**config.mk**
```make
export PLATFORM = sky130hd
export DESIGN_NAME = state_migrate_ctrl
export DESIGN_NICKNAME = d
export VERILOG_FILES = /design/src/rtl/mig_pkg.sv /design/src/rtl/mig_datapath.sv /design/src/rtl/mig_control.sv /design/src/rtl/state_migrate_ctrl.sv
export SDC_FILE = /design/constraint.sdc
export NUM_CORES = 1
export LEC_CHECK = 0
export BUFFER_PORTS_ARGS = -buffer_cell sky130_fd_sc_hd__clkbuf_2
export CORE_ASPECT_RATIO = 2
export CORE_MARGIN = 5
export CORE_UTILIZATION = 45
export CTS_BUF_LIST = sky130_fd_sc_hd__clkbuf_2 sky130_fd_sc_hd__clkbuf_4 sky130_fd_sc_hd__clkbuf_8
export CTS_CLUSTER_SIZE = 40
export DETAILED_ROUTE_END_ITERATION = 16
export GPL_ROUTABILITY_DRIVEN = 0
export PLACE_DENSITY = 0.79
export SLEW_MARGIN = 15
export SYNTH_ARGS = -nofsm -noshare
export SYNTH_HDL_FRONTEND = slang
export SYNTH_SLANG_ARGS = --single-unit
```
**constraint.sdc**
```tcl
create_clock -name clk -period 5.96 [get_ports clk]
set_clock_uncertainty 0.15 [all_clocks]
set_input_delay 1.788 -clock clk [delete_from_list [all_inputs] [get_ports clk]]
set_output_delay 1.788 -clock clk [all_outputs]
set_load 0.01 [all_outputs]
```
**src/rtl/mig_pkg.sv**
```systemverilog
package mig_pkg;

  typedef enum logic [2:0] {
    ST_IDLE,
    ST_CFG,
    ST_XFER,
    ST_CHECK,
    ST_PAR,
    ST_LINK,
    ST_REL,
    ST_FIN
  } migState_t;

  // Strobes from control to datapath
  typedef struct packed {
    logic loadXfer;   // dedicated transfer cycle
    logic replTrack;  // replica inputs paralleled with original
    logic origLive;   // original still accepts user writes
    logic selRepl;    // system reads the replica
  } migStrobe_t;

endpackage

```
**src/rtl/mig_datapath.sv**
```systemverilog
module mig_datapath
  import mig_pkg::*;
#(
  parameter int DATA_W   = 8,
  parameter int NUM_REGS = 4
) (
  input  logic                         clk,
  input  logic                         rstN,
  input  migStrobe_t                   strobe,
  input  logic [NUM_REGS-1:0]          userWe,
  input  logic [NUM_REGS*DATA_W-1:0]   userData,
  input  logic                         replDisturb,
  output logic [NUM_REGS*DATA_W-1:0]   origFlat,
  output logic [NUM_REGS*DATA_W-1:0]   replFlat,
  output logic [NUM_REGS*DATA_W-1:0]   muxOut,
  output logic                         banksEqual
);

  for (genvar i = 0; i < NUM_REGS; i++) begin : g_reg
    logic [DATA_W-1:0] origReg;
    logic [DATA_W-1:0] replReg;
    logic [DATA_W-1:0] replNext;
    logic [DATA_W-1:0] wrData;

    assign wrData = userData[i*DATA_W +: DATA_W];

    always_ff @(posedge clk or negedge rstN) begin
      if (!rstN) begin
        origReg <= '0;
      end else if (strobe.origLive && userWe[i]) begin
        origReg <= wrData;
      end
    end

    always_comb begin
      if (strobe.loadXfer) begin
        replNext = userWe[i] ? wrData : origReg;
      end else if (strobe.replTrack && userWe[i]) begin
        replNext = wrData;
      end else begin
        replNext = replReg;
      end
    end

    if (i == 0) begin : g_upset
      always_ff @(posedge clk or negedge rstN) begin
        if (!rstN) begin
          replReg <= '0;
        end else begin
          replReg <= replNext ^ {{(DATA_W-1){1'b0}}, replDisturb};
        end
      end
    end else begin : g_plain
      always_ff @(posedge clk or negedge rstN) begin
        if (!rstN) begin
          replReg <= '0;
        end else begin
          replReg <= replNext;
        end
      end
    end

    assign origFlat[i*DATA_W +: DATA_W] = origReg;
    assign replFlat[i*DATA_W +: DATA_W] = replReg;
  end

  assign banksEqual = (origFlat == replFlat);
  assign muxOut     = strobe.selRepl ? replFlat : origFlat;

endmodule

```
**src/rtl/mig_control.sv**
```systemverilog
module mig_control
  import mig_pkg::*;
(
  input  logic       clk,
  input  logic       rstN,
  input  logic       startReq,
  input  logic       combOnly,
  input  logic       cfgAck,
  input  logic       linkAck,
  input  logic       banksEqual,
  output migStrobe_t strobe,
  output logic       cfgReq,
  output logic       linkReq,
  output logic       done
);

  migState_t state, stateNext;

  always_ff @(posedge clk or negedge rstN) begin
    if (!rstN) state <= ST_IDLE;
    else       state <= stateNext;
  end

  always_comb begin
    stateNext = state;
    unique case (state)
      ST_IDLE:  if (startReq) stateNext = ST_CFG;
      ST_CFG:   if (cfgAck)   stateNext = combOnly ? ST_PAR : ST_XFER;
      ST_XFER:  stateNext = ST_CHECK;
      ST_CHECK: stateNext = banksEqual ? ST_PAR : ST_XFER;
      ST_PAR:   stateNext = ST_LINK;
      ST_LINK:  if (linkAck)  stateNext = ST_REL;
      ST_REL:   stateNext = ST_FIN;
      ST_FIN:   stateNext = ST_FIN;
      default:  stateNext = ST_IDLE;
    endcase
  end

  // All outputs decode the registered state, so they move only on an edge
  always_comb begin
    strobe.loadXfer  = (state == ST_XFER);
    strobe.replTrack = (state == ST_CHECK) || (state == ST_PAR) ||
                       (state == ST_LINK)  || (state == ST_REL) ||
                       (state == ST_FIN);
    strobe.origLive  = (state != ST_REL) && (state != ST_FIN);
    strobe.selRepl   = (state == ST_REL) || (state == ST_FIN);
  end

  assign cfgReq  = (state == ST_CFG);
  assign linkReq = (state == ST_LINK);
  assign done    = (state == ST_FIN);

endmodule

```
**src/rtl/state_migrate_ctrl.sv**
```systemverilog
module state_migrate_ctrl
  import mig_pkg::*;
#(
  parameter int DATA_W   = 8,
  parameter int NUM_REGS = 4
) (
  input  logic                         clk,
  input  logic                         rstN,
  input  logic                         startReq,
  input  logic                         combOnly,
  input  logic [NUM_REGS-1:0]          userWe,
  input  logic [NUM_REGS*DATA_W-1:0]   userData,
  input  logic                         replDisturb,
  output logic                         cfgReq,
  input  logic                         cfgAck,
  output logic                         linkReq,
  input  logic                         linkAck,
  output logic [NUM_REGS*DATA_W-1:0]   origQ,
  output logic [NUM_REGS*DATA_W-1:0]   replQ,
  output logic [NUM_REGS*DATA_W-1:0]   sysOut,
  output logic                         outSel,
  output logic                         done
);

  localparam int TOTAL_W = NUM_REGS * DATA_W;

  migStrobe_t strobe;
  logic       banksEqual;

  mig_control u_ctrl (
    .clk        (clk),
    .rstN       (rstN),
    .startReq   (startReq),
    .combOnly   (combOnly),
    .cfgAck     (cfgAck),
    .linkAck    (linkAck),
    .banksEqual (banksEqual),
    .strobe     (strobe),
    .cfgReq     (cfgReq),
    .linkReq    (linkReq),
    .done       (done)
  );

  mig_datapath #(
    .DATA_W   (DATA_W),
    .NUM_REGS (NUM_REGS)
  ) u_dp (
    .clk         (clk),
    .rstN        (rstN),
    .strobe      (strobe),
    .userWe      (userWe),
    .userData    (userData),
    .replDisturb (replDisturb),
    .origFlat    (origQ),
    .replFlat    (replQ),
    .muxOut      (sysOut),
    .banksEqual  (banksEqual)
  );

  assign outSel = strobe.selRepl;

endmodule

```
==> impl_summary.log <==
[metrics] count of flip-flops with a built-in enable after synthesis: 0
[metrics] placed wire-length estimate: 7910 um
[metrics] Routed WL per cell: 17.3 um
[metrics] number of antenna violations at the first check in global routing: 0
[metrics] synthesized area per cell: 10.2 um^2
[metrics] post-synthesis instance total: 377
[metrics] Primary FF master, synth: dfrtp_1
[metrics] Int Power: 0.879 mW
[metrics] placeable core area: 8290 um^2
[metrics] Critical Path Max Stage Delay: 0.65 ns
[metrics] Total Neg Setup Slack: 0 ns
[metrics] initial core utilization: 0.463
[metrics] worst min-delay path startpoint: u_dp.g_reg[1].replReg[2]
[metrics] total number of vias: 3268
[metrics] total wire length after detailed routing: 10500 um
[metrics] overall die width: 75.3 um
[metrics] transition at the pin with the smallest max-transition slack: 0.989 ns
[metrics] TritonCTS clock tree: built
[metrics] GR Overflow Total: 0
[metrics] category of cells accounting for the largest share of critical-path delay: simple AND/OR/NAND/NOR gates
[metrics] total power draw: 1.30 mW
[metrics] maxcap violations: 0
[metrics] Seq/Total Area, Yosys: 0.436
[metrics] netlist area before placement: 3840 um^2
[metrics] Rows: 47
[metrics] unique cell type count in the Yosys netlist: 32
[metrics] Buffers on Ports: 142
[metrics] portion of total power attributed to sequential cells: 0.464
[metrics] final-report setup violation count: 0
[metrics] Final #Nets: 551
[metrics] fill cell total of the finished layout: 724
[metrics] violation count after the first detailed-routing iteration: 147
[metrics] total global routing track utilization: 0.207
[metrics] Max IR drop VDD: 192 uV
[metrics] data arrival time of the critical path: 2.27 ns
[metrics] final critical delay including setup and external delays: 4.21 ns
[metrics] Leakage: 2.19 nW
[metrics] pin count of the biggest net entering global routing: 68
[metrics] Die Y: 141 um
[metrics] vias in the first global route: 3355
[metrics] post-CTS setup-driven buffer insertion count: 0
[metrics] max-slew violation count: 0
[metrics] clock power share: 0.284
[metrics] fraction of layout cells with a size suffix above 1: 0.478
[metrics] area fraction of the dominant cell type after synthesis: 0.436
[metrics] type of the worst min-delay path: reg2reg
[metrics] commonest non-fill, non-tap cell in the layout: clkbuf_2
[metrics] number of buffers on the longest clock path: 2
[metrics] Reg clk slew, reported paths: 0.07 ns
[metrics] combinational share of power: 0.252
[metrics] via density per instance: 5.35
[metrics] minimum setup slack among reg-to-reg paths: 3.47 ns
[metrics] buffer cell driving the clock tree root: clkbuf_8
[metrics] CP Capture Type: primary output
[metrics] Routed Antenna Nets: 0
[metrics] insertion delay to the later sink of the worst-skew pair: 0.34 ns
[metrics] wire length of the first global-routing pass: 16800 um
[metrics] net switching fraction of the power: 0.325
[metrics] number of H-tree levels: 3
[metrics] maximum clock frequency: 237 MHz
[metrics] leading cell types in the layout, fill and taps excluded: clkbuf_2, dfrtp_1, mux2_2
[metrics] die area: 10600 um^2
[metrics] post-detailed-route DRC marker count: 0
[metrics] Max transition margin: 0.341
[metrics] Data required, critical path: 4.02 ns
[metrics] critical-path cell with the highest stage delay: nand2_2
[metrics] final hold vios: 0
[metrics] Critical path origin: u_ctrl.state[2]
[metrics] post-route clock period utilization: 0.707
[metrics] Num CTS Buffers: 9
[metrics] Initial DRT Pass Iterations: 4
[metrics] Critical Setup Path Class: reg2out
[metrics] launch point of the worst reg-to-reg path: u_ctrl.state[2]
[metrics] cell taking the most area after synthesis: dfrtp_1
[metrics] worst path bufs/invs: 1
[metrics] number of warnings printed during yosys synthesis: 0
[metrics] run status: finished, final reports clean
[metrics] asr flop ratio synth: 1.00
[metrics] unrepaired setup endpoints after global routing: no
[metrics] PD cells: 273 nW/um^2
[metrics] clock net sink count: 67
[metrics] number of hold buffers added after cts: 0
[metrics] number of top-level pins: 143
[metrics] cells along the critical path: nand2_2, mux2_2, clkbuf_2
[metrics] reported net switching power: 0.423 mW
[metrics] maximum fanout along the worst path: 38
[metrics] number of synthesized register bits: 67
[metrics] Critical Path Source Type: register
[metrics] biggest area contributors in the synthesized netlist: dfrtp_1, mux2_2, mux2_1
[metrics] layout overhead on the synthesized area: 24.1%
[metrics] n_diodes: 0
[metrics] post-CTS resize count: 0
[metrics] Post-Syn Nets: 420
-- per-stage QoR --
| step | utilization | area, um^2 | hold slack (ns) | cells | setup slack (ns) |
|---|---|---|---|---|---|
| 2_1_floorplan | - | 3840 | 0.409 | 377 | 2.77 |
| 3_3_place_gp | 0.549 | 4550 | 0.384 | 594 | 2.22 |
| 3_5_place_dp | 0.549 | 4550 | 0.402 | 594 | 2.16 |
| 4_1_cts | 0.573 | 4750 | 0.419 | 610 | 1.78 |
| 5_1_grt | 0.575 | 4770 | 0.439 | 611 | 1.61 |
| 6_report | 0.575 | 4770 | 0.414 | 611 | 1.75 |
-- tightest hold or removal path, cell delays in order, from the launching register on --
cell and delay (ns):
dfrtp_1 0.40, nand2_1 0.06, o21ai_1 0.06
-- registers in the layout (all words and copies together), names as in the netlist --
| signal | cells |
|---|---|
| u_dp.g.origReg | 32 |
| u_dp.g.replReg | 32 |
| u_ctrl.state | 3 |
-- logic make-up (layout without fill, tap and decap cells) --
group	Yosys count	in the layout	share of synthesized area
and+or+nand+nor	109	109	0.135
AOI/OAI and AO/OA	77	77	0.128
DFF	67	67	0.436
muxes	64	64	0.188
xor gates and xnor gates	33	33	0.0752
buffers and inverters	27	163	0.0381
-- power by group through the flow --
stage | sequential [mW] | combinational [mW] | clock, mW
global placement | 0.607 | 0.327 | 0
finish | 0.604 | 0.328 | 0.370
global route | 0.616 | 0.360 | 0.392
CTS | 0.604 | 0.336 | 0.378
floorplan | 0.623 | 0.157 | 0
detailed placement | 0.612 | 0.334 | 0
-- cell usage after synthesis, types with 5 or more instances --
master	count
nor2_2	20
o21ai_0	7
buf_2	18
mux2_2	40
nand2_1	33
nor2_1	33
a21oi_1	5
xor2_1	9
mux2_1	24
nand4_1	6
o21ai_1	28
xnor2_1	24
o22ai_1	11
a21oi_2	20
dfrtp_1	67
and2_1	5
-- cell type report --
cell class	count	area (um^2)	share of cell area
clock inverter	1	5.00	0.00105
timing repair buffer	144	723	0.152
multi-input combinational	283	2030	0.427
tap	98	123	0.0257
clock buffer	15	194	0.0407
inverter	3	11.3	0.00236
sequential	67	1680	0.352
-- final timing paths --
path / depth (start not counted) / to
worst max-delay path: 3 / sysOut[27]
worst min-delay path: 2 / u_dp.g_reg[1].replReg[2]
worst max register to register: 3 / u_dp.g_reg[0].origReg[4]
worst min register to register: 2 / u_dp.g_reg[1].replReg[2]
max in group asynchronous: 2 / u_dp.g_reg[0].replReg[0]
min in group asynchronous: 2 / u_dp.g_reg[3].origReg[7]
-- metal layers --
layer / part of all wire / track usage / wire length (um)
met3: 0.049 / 0.0378 / 513
met2: 0.55 / 0.360 / 5810
met5: 0 / 0 / 0
met1: 0.37 / 0.236 / 3880
met4: 0.032 / 0.0912 / 341
No activity file was read; power rests on OpenSTA's default activity.
